===== config.mk =====
export PLATFORM = sky130hd
export DESIGN_NAME = lsu_split_unit
export DESIGN_NICKNAME = d
export VERILOG_FILES = /design/src/rtl/lsu_pkg.sv /design/src/rtl/lsu_lane_mapper.sv /design/src/rtl/lsu_load_merge.sv /design/src/rtl/lsu_split_unit.sv
export SDC_FILE = /design/constraint.sdc
export NUM_CORES = 1
export LEC_CHECK = 0
export BUFFER_PORTS_ARGS = -buffer_cell sky130_fd_sc_hd__buf_2
export CAP_MARGIN = 20
export CORE_ASPECT_RATIO = 0.5
export CORE_MARGIN = 1.5
export CORE_UTILIZATION = 30
export DETAILED_ROUTE_END_ITERATION = 8
export PLACE_DENSITY = 0.43
export RECOVER_POWER = 100
export REMOVE_ABC_BUFFERS = 1
export SLEW_MARGIN = 20
export SYNTH_ARGS = -nofsm -noshare
export SYNTH_HDL_FRONTEND = slang
export SYNTH_SLANG_ARGS = --single-unit

===== constraint.sdc =====
create_clock -name clk -period 5.59 [get_ports clk]
set_input_delay 0.559 -clock clk [delete_from_list [all_inputs] [get_ports clk]]
set_output_delay 0.559 -clock clk [all_outputs]
set_load 0.005 [all_outputs]

===== src/rtl/lsu_pkg.sv =====
// Shared types and helpers for the splitting load/store unit.
// Assumes values are at most 8 bytes wide.
package lsu_pkg;
    localparam int VAL_BYTES = 8;

    typedef enum logic [1:0] {
        ST_IDLE  = 2'd0,
        ST_ISSUE = 2'd1,
        ST_WAIT  = 2'd2,
        ST_RESP  = 2'd3
    } lsu_state_e;

    // Number of bytes moved by a size code (0..3 -> 1,2,4,8).
    function automatic logic [3:0] size_bytes(input logic [1:0] code);
        return 4'd1 << code;
    endfunction
endpackage


===== src/rtl/lsu_lane_mapper.sv =====
// Places a store value into a two-word byte window at the given offset.
// It produces the per-word enables and data, plus the split flag.
// Assumes WB >= VAL_BYTES and WB a power of two.
module lsu_lane_mapper
    import lsu_pkg::*;
#(
    parameter int WB = 8
) (
    input  logic [1:0]           size,
    input  logic [$clog2(WB)-1:0] offset,
    input  logic                 big_endian,
    input  logic [63:0]          wdata,
    output logic [WB-1:0]        be_lo,
    output logic [WB-1:0]        be_hi,
    output logic [8*WB-1:0]      wd_lo,
    output logic [8*WB-1:0]      wd_hi,
    output logic                 split
);
    localparam int OW   = $clog2(WB);
    localparam int WINB = 2 * WB;

    logic [3:0]          nb;
    logic [7:0]          vmask;
    logic [63:0]         stream;
    logic [WINB-1:0]     be_win;
    logic [8*WINB-1:0]   d_win;

    assign nb = size_bytes(size);

    // Reorder value bytes into ascending-address order and mark the used bytes.
    always_comb begin
        stream = '0;
        vmask  = '0;
        for (int i = 0; i < VAL_BYTES; i++) begin
            if (i < int'(nb)) begin
                vmask[i] = 1'b1;
                if (big_endian)
                    stream[8*i +: 8] = wdata[8*(int'(nb) - 1 - i) +: 8];
                else
                    stream[8*i +: 8] = wdata[8*i +: 8];
            end
        end
    end

    // Shift the byte stream and its mask up to the access offset.
    always_comb begin
        be_win = {{(WINB-8){1'b0}}, vmask} << offset;
        d_win  = {{(8*WINB-64){1'b0}}, stream} << {offset, 3'b000};
    end

    assign be_lo = be_win[WB-1:0];
    assign be_hi = be_win[WINB-1:WB];
    assign wd_lo = d_win[8*WB-1:0];
    assign wd_hi = d_win[8*WINB-1:8*WB];
    assign split = ({1'b0, offset} + (OW+1)'(nb)) > (OW+1)'(WB);
endmodule


===== src/rtl/lsu_load_merge.sv =====
// Extracts a load value from two captured words at a byte offset.
// It applies the byte order and the sign or zero extension.
// Assumes word_hi is only meaningful when the access crossed a word boundary.
module lsu_load_merge
    import lsu_pkg::*;
#(
    parameter int WB = 8
) (
    input  logic [8*WB-1:0]       word_lo,
    input  logic [8*WB-1:0]       word_hi,
    input  logic [$clog2(WB)-1:0] offset,
    input  logic [1:0]            size,
    input  logic                  big_endian,
    input  logic                  sign_ext,
    output logic [63:0]           value
);
    localparam int WINB = 2 * WB;

    logic [8*WINB-1:0] win;
    logic [3:0]        nb;

    assign nb  = size_bytes(size);
    assign win = {word_hi, word_lo} >> {offset, 3'b000};

    // Gather the bytes in value order, then fill the upper bits.
    always_comb begin
        value = '0;
        for (int i = 0; i < VAL_BYTES; i++) begin
            if (i < int'(nb)) begin
                if (big_endian)
                    value[8*i +: 8] = win[8*(int'(nb) - 1 - i) +: 8];
                else
                    value[8*i +: 8] = win[8*i +: 8];
            end
        end
        if (sign_ext && nb <= 4'd2) begin
            for (int k = 8; k < 64; k++) begin
                if (k >= 8*int'(nb))
                    value[k] = value[8*int'(nb) - 1];
            end
        end
    end
endmodule


===== src/rtl/lsu_split_unit.sv =====
// Load/store unit for byte-addressed accesses of 1..8 bytes over a word memory.
// Misaligned requests are either faulted or split into two aligned accesses.
// Assumes the memory returns exactly one mem_rvalid for each accepted access.
module lsu_split_unit
    import lsu_pkg::*;
#(
    parameter int AW = 32,
    parameter int WB = 8
) (
    input  logic            clk,
    input  logic            rst_n,
    input  logic            cfg_big_endian,
    input  logic            cfg_trap_misaligned,
    input  logic            req_valid,
    output logic            req_ready,
    input  logic            req_write,
    input  logic [1:0]      req_size,
    input  logic            req_signed,
    input  logic [AW-1:0]   req_addr,
    input  logic [63:0]     req_wdata,
    output logic            rsp_valid,
    output logic            rsp_fault,
    output logic [63:0]     rsp_rdata,
    output logic            mem_valid,
    input  logic            mem_ready,
    output logic            mem_write,
    output logic [AW-1:0]   mem_addr,
    output logic [WB-1:0]   mem_be,
    output logic [8*WB-1:0] mem_wdata,
    input  logic            mem_rvalid,
    input  logic [8*WB-1:0] mem_rdata
);
    localparam int OW = $clog2(WB);

    lsu_state_e      state;
    logic            phase;
    logic            r_write, r_signed, r_big, r_fault;
    logic [1:0]      r_size;
    logic [AW-1:0]   r_addr;
    logic [63:0]     r_wdata;
    logic [8*WB-1:0] word_lo, word_hi;

    logic            misaligned;
    logic [WB-1:0]   be_lo, be_hi;
    logic [8*WB-1:0] wd_lo, wd_hi;
    logic            split;
    logic [63:0]     merged;
    logic [AW-1:0]   base_addr;

    assign misaligned = |(req_addr[2:0] & 3'((4'd1 << req_size) - 4'd1));
    assign base_addr  = {r_addr[AW-1:OW], {OW{1'b0}}};

    lsu_lane_mapper #(.WB(WB)) i_mapper (
        .size       (r_size),
        .offset     (r_addr[OW-1:0]),
        .big_endian (r_big),
        .wdata      (r_wdata),
        .be_lo      (be_lo),
        .be_hi      (be_hi),
        .wd_lo      (wd_lo),
        .wd_hi      (wd_hi),
        .split      (split)
    );

    lsu_load_merge #(.WB(WB)) i_merge (
        .word_lo    (word_lo),
        .word_hi    (word_hi),
        .offset     (r_addr[OW-1:0]),
        .size       (r_size),
        .big_endian (r_big),
        .sign_ext   (r_signed),
        .value      (merged)
    );

    // Sequence: accept, issue phase 0, optionally phase 1, then respond.
    always_ff @(posedge clk) begin
        if (!rst_n) begin
            state    <= ST_IDLE;
            phase    <= 1'b0;
            r_write  <= 1'b0;
            r_signed <= 1'b0;
            r_big    <= 1'b0;
            r_fault  <= 1'b0;
            r_size   <= 2'd0;
            r_addr   <= '0;
            r_wdata  <= '0;
            word_lo  <= '0;
            word_hi  <= '0;
        end else begin
            case (state)
                ST_IDLE: begin
                    if (req_valid) begin
                        r_write  <= req_write;
                        r_signed <= req_signed;
                        r_big    <= cfg_big_endian;
                        r_size   <= req_size;
                        r_addr   <= req_addr;
                        r_wdata  <= req_wdata;
                        word_lo  <= '0;
                        word_hi  <= '0;
                        phase    <= 1'b0;
                        if (misaligned && cfg_trap_misaligned) begin
                            r_fault <= 1'b1;
                            state   <= ST_RESP;
                        end else begin
                            r_fault <= 1'b0;
                            state   <= ST_ISSUE;
                        end
                    end
                end
                ST_ISSUE: begin
                    if (mem_ready) state <= ST_WAIT;
                end
                ST_WAIT: begin
                    if (mem_rvalid) begin
                        if (phase) word_hi <= mem_rdata;
                        else       word_lo <= mem_rdata;
                        if (!phase && split) begin
                            phase <= 1'b1;
                            state <= ST_ISSUE;
                        end else begin
                            state <= ST_RESP;
                        end
                    end
                end
                default: state <= ST_IDLE;
            endcase
        end
    end

    // Memory port driven from the current phase.
    always_comb begin
        mem_valid = (state == ST_ISSUE);
        mem_write = r_write;
        mem_addr  = phase ? base_addr + AW'(WB) : base_addr;
        mem_be    = phase ? be_hi : be_lo;
        mem_wdata = phase ? wd_hi : wd_lo;
    end

    // Core-side handshake and response.
    always_comb begin
        req_ready = (state == ST_IDLE);
        rsp_valid = (state == ST_RESP);
        rsp_fault = rsp_valid && r_fault;
        rsp_rdata = (rsp_valid && !r_fault && !r_write) ? merged : '0;
    end
endmodule


==> results of run 1 <==
-- where the power goes --
group | leakage [uW] | internal, uW | switching, uW
Clock | 0.000451 | 1100 | 880
Sequential | 0.00190 | 1740 | 142
Combinational | 0.00699 | 707 | 1260
Total | 0.00934 | 3550 | 2280
-- logic make-up (layout without fill, tap and decap cells) --
family	count (synthesis)	count (layout)
simple gates	1102	1102
mux	401	401
flops	233	233
xor+xnor	33	33
buf+inv	325	503
compound gates	831	831
other cells	1	7
fa+ha+maj	18	18
-- repair_timing --
action                                  in CTS  in global routing
resized for setup                            0                  3
setup buffers                                0                  0
endpoints found under the hold margin        0                  0
endpoints found under the setup margin       0                 10
-- how the worst min path moves through the flow --
stage | startpoint | end | slack, ns
floorplan | word_lo[0] | word_lo[0] | 0.43
global placement | word_lo[5] | word_lo[5] | 0.45
detailed placement | word_lo[5] | word_lo[5] | 0.45
CTS | req_wdata[32] | r_wdata[32] | 0.15
global route | req_addr[12] | r_addr[12] | 0.17
finish | req_wdata[32] | r_wdata[32] | 0.18
-- stage by stage --
step | instance area [sq um] | setup WS, ns
2_1_floorplan | 21610 | -8.027
3_3_place_gp | 25430 | 0.8359
3_5_place_dp | 25430 | 0.8483
4_1_cts | 26380 | 0.2017
5_1_grt | 26170 | 0.04082
6_report | 26180 | 0.1957
-- layout by cell type, fill, tap and decap left out, drive strengths merged, types with 23 or more instances in the layout --
master | synthesis | routed
a21oi | 364 | 364
mux4 | 171 | 171
o21ai | 138 | 138
nand2 | 568 | 568
mux2i | 204 | 204
xnor2 | 23 | 23
inv | 25 | 28
nand3 | 177 | 177
o22ai | 46 | 46
o2bb2ai | 44 | 44
clkbuf | 185 | 165
o221ai | 28 | 28
dfxtp | 233 | 233
a22oi | 42 | 42
nor2 | 182 | 182
and2 | 23 | 23
nor3 | 70 | 70
mux2 | 26 | 26
buf | 113 | 294
a211oi | 24 | 24
-- cell usage after synthesis, types with 11 or more instances --
library cell  count
nor3_2           17
o22a_1           13
mux4_2          170
mux2i_1         201
a21oi_1         363
buf_1            41
buf_6            12
o2bb2ai_1        44
nand3_1         177
o22ai_1          46
nor2_1          176
mux2_2           26
buf_2            30
clkbuf_1        184
o221ai_1         28
o21ai_0         135
or3_1            11
nor3_1           53
a211oi_1         23
a31oi_1          13
and3_1           15
a22oi_1          42
nor2b_1          19
dfxtp_1         233
and2_1           22
nand2_1         568
ha_1             17
buf_4            26
inv_1            22
xnor2_1          23
a22o_1           15
nand2b_1         12
-- routing by layer --
layer  global-route usage  part of all wire  vias up
met1               0.3304              0.43    11898
li1                     -                 -    11252
met3              0.04497             0.071      183
met2               0.4217              0.47      962
met5                    0           0.00053        -
met4              0.07920             0.035        8
-- flip-flops by register name, indices dropped and copies added (netlist names), 2 cells and up --
| register | cells |
|---|---|
| state | 2 |
| word_hi | 64 |
| r_addr | 32 |
| r_size | 2 |
| r_wdata | 64 |
| word_lo | 64 |
-- final cells by class --
class	instances	area [sq um]
multi-input cells	2388	16880
inverters	27	107.6
repair buffers	426	2280
clock inverters	17	196.4
diodes	4	10.01
clock buffers	33	748.2
well taps	1022	1279
fillers	8203	49330
flip-flops and latches	233	4677
-- critical path: stages (launching register included) --
cell	delay, ns
dfxtp_1	0.37
inv_1	0.18
ha_4	0.42
buf_4	0.51
mux2i_1	0.28
o22ai_1	0.11
nor3_1	0.60
nor4b_1	0.12
a311oi_1	0.47
a31o_4	0.28
nor2_4	0.05
a31oi_4	0.48
nor3_1	0.17
clkbuf_1	0.15
==> metrics.md, run 1 <==
| Metric | Value |
|---|---|
| Status | finished, violations left |
| Failing checks | max-capacitance violations, max-slew violations |
| Crit end category | output pin |
| Mapped Cells | 2944 |
| Proportion of layout cells with a drive suffix above 1 | 0.2033 |
| CTS Hold Bufs | 0 |
| R2r worst-path depth | 6 |
| CTS Buf Count | 27 |
| Clock Sink Count | 233 |
| H-tree levels | 1 |
| I/O pins | 344 |
| Synth Flop Type | dfxtp_1 |
| Area of the die | 78490 sq um |
| Ys Warns | 0 |
| Number of vias in the routed layout | 24303 |
| Detail Route Antenna Nets | 0 |
| Nets | 3292 |
| CP Max Fanout | 39 |
| Clock Path Buffers | 3 |
| Worst Hold Depth | 3 |
| Mean post-synth cell area | 7.818 sq um |
| First-pass GRT wire length | 151.2 mm |
| Synth cell types | 96 |
| Post-synth top area cell | dfxtp_1 |
| Reg-to-reg endpoint | word_hi[11] |
| Synth top area cells | dfxtp_1 (20%), mux4_2 (17%), nand2_1 (9.3%) |
| Yosys reg bits | 233 |
| Core box area | 75510 sq um |
| Final Util | 0.3467 |
| Synth Area in XOR/XNOR | 0.01256 |
| Wire per inst | 24.80 microns |
| Largest net degree at the start of global routing | 123 |
| Compound-gate portion of the synthesized area | 0.2283 |
| Max frequency | 0.1854 GHz |
| Clk pin slew, worst setup/hold paths | 0.08 ns |
| Worst rel slew slack | -1.506 |
| Maxcap violations | 4 |
| Area share of the largest cell type after synthesis | 0.2027 |
| Synthesized area | 23020 sq um |
| Total track usage | 0.2522 |
| Worst-margin pin slew | 3.759 ns |
| Worst EP arrival | 4.84 ns |
| Vias in the first global route | 22956 |
| Ys async rst share | 0 |
| Area share of fa/ha/maj cells after synthesis | 0.01011 |
| Cells after DPL | 4096 |
| Power density over the cells | 222.5 nW/um^2 |
| Startpoint types | flip-flop |
| Starting Density | 0.3048 |
| Port-buffer cells | 340 |
| Simple-gate area share of the yosys netlist | 0.2111 |
| Initial antenna violation count | 8 |
| Pleak | 0.009341 uW |
| Multiplexer share of the synthesized area | 0.2694 |
| Fin cells | 4150 |
| Width of the die | 394.7 microns |
| Worst setup endpoint | rsp_rdata[22] |
| CP startpoint | r_size[0] |
| Area Growth Syn to Fin | 13.73% |
| Die height | 198.9 microns |
| Data required, critical path | 5.03 ns |
| Via/cell ratio | 5.856 |
| Fin crit share | 0.9650 |
| Setup slack, reg-to-reg | 0.42 ns |
| Final setup violation count | 0 |
| Largest family of logic cells by synthesized area | multiplexers |
| Min Hold Slack | 0.1808 ns |
| Router iterations before antenna repair | 6 |
| Critical R2R Launch | phase |
| Count of pins over their slew limit | 189 |
| Root Driver | clkbuf_16 |
| Total grt overflow | 0 |
| Initial DRC count | 2088 |
| Post-synth EDFFs | 0 |
| Hold crit path type | input pin to flip-flop |
| Wirelength, routed | 102.9 mm |
| RSZ-0062 raised after global routing | false |
| Post-route minimum period | 5.394 ns |
| VDD IR-drop max | 0.2176 mV |
| Row count | 71 |
| Setup TNS | 0 ns |
| TritonCTS clock tree | yes |
| DP Wirelength | 71.65 mm |
| Total power | 5825 uW |
| Post-route DRC | 0 |
| Gpl congestion | 0.9110 |
| CP Class | flip-flop to output pin |
| Register area share after synthesis | 0.2027 |
| Final Hold Viols | 0 |
| Worst clock skew | 0.01943 ns |
| Clk_lat worst skew | 0.61 ns |
(Power assumes the default switching activity.)
==> inputs of run 2 (changes only) <==
--- a/config.mk
+++ b/config.mk
@@ -7,7 +7,7 @@
 export LEC_CHECK = 0
 export BUFFER_PORTS_ARGS = -buffer_cell sky130_fd_sc_hd__buf_2
 export CAP_MARGIN = 20
-export CORE_ASPECT_RATIO = 0.5
+export CORE_ASPECT_RATIO = 1.4
 export CORE_MARGIN = 1.5
 export CORE_UTILIZATION = 30
 export DETAILED_ROUTE_END_ITERATION = 8
@@ -17,4 +17,5 @@
 export SLEW_MARGIN = 20
 export SYNTH_ARGS = -nofsm -noshare
 export SYNTH_HDL_FRONTEND = slang
+export SYNTH_HIERARCHICAL = 1
 export SYNTH_SLANG_ARGS = --single-unit
==> run 2 against run 1 <==
Against the previous run:
- the run still ends with max-capacitance violations, max-slew violations left
- combinational power is 43% higher
- via count increased by 29%
- sequential share of layout area is 2.9 points lower
- hold slack got worse by 0.030 ns
- sequential cell count unchanged
- die area rose by 19%
- synthesized cell count is 26% higher
- maximum frequency down 1.4%
- critical path type unchanged
==> metrics.md, run 2 <==
| Metric | Value |
|---|---|
| Maxcap violations | 6 (was 4) |
| Synth Flop Type | dfxtp_1 (unchanged) |
| Top flop regs | r_wdata (64), word_hi (64), word_lo (64) (unchanged) |
| Core box area | 91130 sq um (was 75510 sq um) |
| Hold crit path type | input pin to flip-flop (unchanged) |
| Register area share after synthesis | 0.1693 (was 0.2027) |
| Largest net degree at the start of global routing | 141 (was 123) |
| Post-synth EDFFs | 0 (unchanged) |
| Gpl congestion | 1.078 (was 0.9110) |
| Port-buffer cells | 340 (unchanged) |
| Sw Ratio | 0.4307 (was 0.3910) |
| Wirelength, routed | 145.1 mm (was 102.9 mm) |
| Most common cell after layout, fill and taps aside | nand2_1 (unchanged) |
| Setup bufs post-CTS | 0 (unchanged) |
| Final setup violation count | 0 (unchanged) |
| Area Growth Syn to Fin | 13.19% (was 13.73%) |
| Failing checks | max-capacitance violations, max-slew violations (unchanged) |
| Worst EP arrival | 4.91 ns (was 4.84 ns) |
| Reg-to-reg endpoint | word_lo[19] (was word_hi[11]) |
| Total power | 6791 uW (was 5825 uW) |
| Internal power | 3866 uW (was 3548 uW) |
| Ys async rst share | 0 (unchanged) |
| Critical R2R Launch | state[1] (was phase) |
| DP Wirelength | 108.1 mm (was 71.65 mm) |
| Clock Sink Count | 233 (unchanged) |
| Cell with the most instances after synthesis | nand2_1 (unchanged) |
| Area share of the largest cell type after synthesis | 0.1693 (was 0.2027) |
| Initial DRC count | 2713 (was 2088) |
| Total grt overflow | 0 (unchanged) |
| Setup slack, reg-to-reg | 0.52 ns (was 0.42 ns) |
| Width of the die | 259.1 microns (was 394.7 microns) |
| Number of vias in the routed layout | 31370 (was 24303) |
| Row count | 131 (was 71) |
| Crit end category | output pin (unchanged) |
| Router iterations before antenna repair | 6 (unchanged) |
| Initial antenna violation count | 8 (unchanged) |
| Starting Density | 0.3023 (was 0.3048) |
| Setup TNS | 0 ns (unchanged) |
| Post-route cell area | 31190 sq um (was 26180 sq um) |
| Yosys reg bits | 233 (unchanged) |
| TritonCTS clock tree | yes (unchanged) |
| Hold Crit Start | req_wdata[16] (was req_wdata[32]) |
| Synth top area cells | dfxtp_1 (17%), mux4_2 (11%), nand2_1 (8.7%) (was dfxtp_1 (20%), mux4_2 (17%), nand2_1 (9.3%)) |
| Worst clock skew | 0.01966 ns (was 0.01943 ns) |
| Worst rel slew slack | -0.8297 (was -1.506) |
| RSZ-0062 raised after global routing | false (unchanged) |
| Cells after DPL | 5032 (was 4096) |
| Worst-margin pin slew | 2.745 ns (was 3.759 ns) |
| Sequential fraction of design power | 0.290 (was 0.323) |
| I/O pins | 344 (unchanged) |
| Total track usage | 0.2982 (was 0.2522) |
| Detail Route Antenna Nets | 0 (unchanged) |
| Area of the die | 93690 sq um (was 78490 sq um) |
| H-tree levels | 1 (unchanged) |
| CP Max Fanout | 21 (was 39) |
| Setup ws final | 0.1216 ns (was 0.1957 ns) |
| Placed cell area | 30380 sq um (was 25430 sq um) |
| Fin cells | 5085 (was 4150) |
| Count of pins over their slew limit | 289 (was 189) |
| Proportion of layout cells with a drive suffix above 1 | 0.1987 (was 0.2033) |
| Pleak | 0.01155 uW (was 0.009341 uW) |
| Status | finished, violations left (unchanged) |
| Final Hold Viols | 0 (unchanged) |
| Mean post-synth cell area | 7.404 sq um (was 7.818 sq um) |
| Mapped Cells | 3721 (was 2944) |
| Data required, critical path | 5.03 ns (about the same) |
| Root Driver | clkbuf_16 (unchanged) |
| Startpoint types | flip-flop (unchanged) |
| Comb pwr share | 0.413 (was 0.337) |
| Post-synth top area cell | dfxtp_1 (unchanged) |
| Die height | 361.6 microns (was 198.9 microns) |
| Clk_lat worst skew | 0.64 ns (was 0.61 ns) |
| Synthesized area | 27550 sq um (was 23020 sq um) |
| CP startpoint | r_size[1] (was r_size[0]) |
| Post-route minimum period | 5.468 ns (was 5.394 ns) |
| Most frequent cells after synthesis | nand2_1 (635), a21oi_1 (375), nor2_1 (248) (was nand2_1 (568), a21oi_1 (363), dfxtp_1 (233)) |
| Worst slack at placement | 0.7466 ns (was 0.8483 ns) |
| Power density over the cells | 217.7 nW/um^2 (was 222.5 nW/um^2) |
| Post-route DRC | 0 (unchanged) |
| Most frequent cells in the layout | nand2_1 (634), a21oi_1 (375), buf_2 (277) (was nand2_1 (567), a21oi_1 (363), dfxtp_1 (229)) |
| Via/cell ratio | 6.169 (was 5.856) |
| CP Class | flip-flop to output pin (unchanged) |
| Clock power frac | 0.297 (was 0.340) |
| Wire per inst | 28.54 microns (was 24.80 microns) |
| Fin crit share | 0.9782 (was 0.9650) |
| Clock Path Buffers | 3 (unchanged) |
| Synth cell types | 100 (was 96) |
| Vias in the first global route | 30419 (was 22956) |
| Clk pin slew, worst setup/hold paths | 0.07 ns (was 0.08 ns) |
| Nets | 4060 (was 3292) |
| Max frequency | 0.1829 GHz (was 0.1854 GHz) |
| CTS Buf Count | 29 (was 27) |
| P_sw | 2925 uW (was 2277 uW) |
| Ys Warns | 10 (was 0) |
| R2r worst-path depth | 5 (was 6) |
| VDD IR-drop max | 0.2450 mV (was 0.2176 mV) |
| Worst setup endpoint | mem_wdata[5] (was rsp_rdata[22]) |
| First-pass GRT wire length | 211.3 mm (was 151.2 mm) |
[run 2: layout make-up]
class                           instances  area (sq um)
Fill cell                           10151         59950
Clock inverter                          8         112.6
Tap cell                             1197          1498
Multi-Input combinational cell       3067         21040
Sequential cell                       233          4679
Inverter                               47         185.2
Antenna cell                            3         7.507
Clock buffer                           43         869.6
Timing Repair Buffer                  487          2795
[run 2: worst min path at each step]
stage | cells past startpoint | to | slack, ns
5_1_grt | 3 | r_wdata[42] | 0.15
4_1_cts | 3 | r_wdata[48] | 0.12
2_1_floorplan | 2 | word_lo[1] | 0.43
3_3_place_gp | 2 | word_lo[1] | 0.44
3_5_place_dp | 2 | word_lo[1] | 0.45
6_report | 3 | r_wdata[16] | 0.15
[run 2: kinds of logic (layout without fill, tap and decap cells)]
| logic type | Yosys count | in the layout | synth area share |
|---|---|---|---|
| muxes | 492 | 492 | 0.2463 |
| buffers and inverters | 431 | 585 | 0.06980 |
| xor gates and xnor gates | 30 | 30 | 0.009537 |
| adders and majority gates | 24 | 24 | 0.01117 |
| AOI/OAI and AO/OA | 1122 | 1122 | 0.2654 |
| and+or+nand+nor | 1387 | 1387 | 0.2282 |
| DFF | 233 | 233 | 0.1693 |
| other | 2 | 15 | 0.0002726 |
[run 2: power groups by stage]
stage,combinational (uW),sequential (uW),clock [uW]
2_1_floorplan,1660,1980,0
3_3_place_gp,2790,2000,0
3_5_place_dp,2770,2000,0
4_1_cts,2780,1960,2090
5_1_grt,2970,1980,2140
6_report,2800,1970,2020
[run 2: critical path: stages, from the launching register on]
cell and delay, ns:
dfxtp_1 0.34, buf_4 0.25, inv_1 0.14, ha_1 0.25, buf_4 0.24, inv_1 0.20
ha_1 0.18, nand2b_1 0.07, clkbuf_2 0.41, o2bb2ai_1 0.26, a31o_2 0.30, a221oi_1 0.82
a22oi_1 0.21, o31a_1 0.15, mux2_2 0.29, buf_2 0.13
[run 2: what timing repair did]
item                                    CTS  global route
resized for setup                         0             5
hold buffers                              0             0
endpoints found under the hold margin     0             0
endpoints found under the setup margin    0            28
[run 2: metrics by stage]
stage	hold WS (ns)	util
after floorplan	0.4318	-
after global placement	0.4435	0.3331
after detailed placement	0.4491	0.3334
after CTS	0.1151	0.3442
after global routing	0.1452	0.3421
final	0.1506	0.3422
[run 2: per-layer routing]
| metal | routed length, microns | share of wire | GRT usage |
|---|---|---|---|
| met5 | 65 | 0.00045 | 0 |
| met4 | 10440 | 0.072 | 0.1850 |
| met3 | 9681 | 0.067 | 0.04032 |
| met2 | 71230 | 0.49 | 0.5231 |
| met1 | 53720 | 0.37 | 0.3394 |
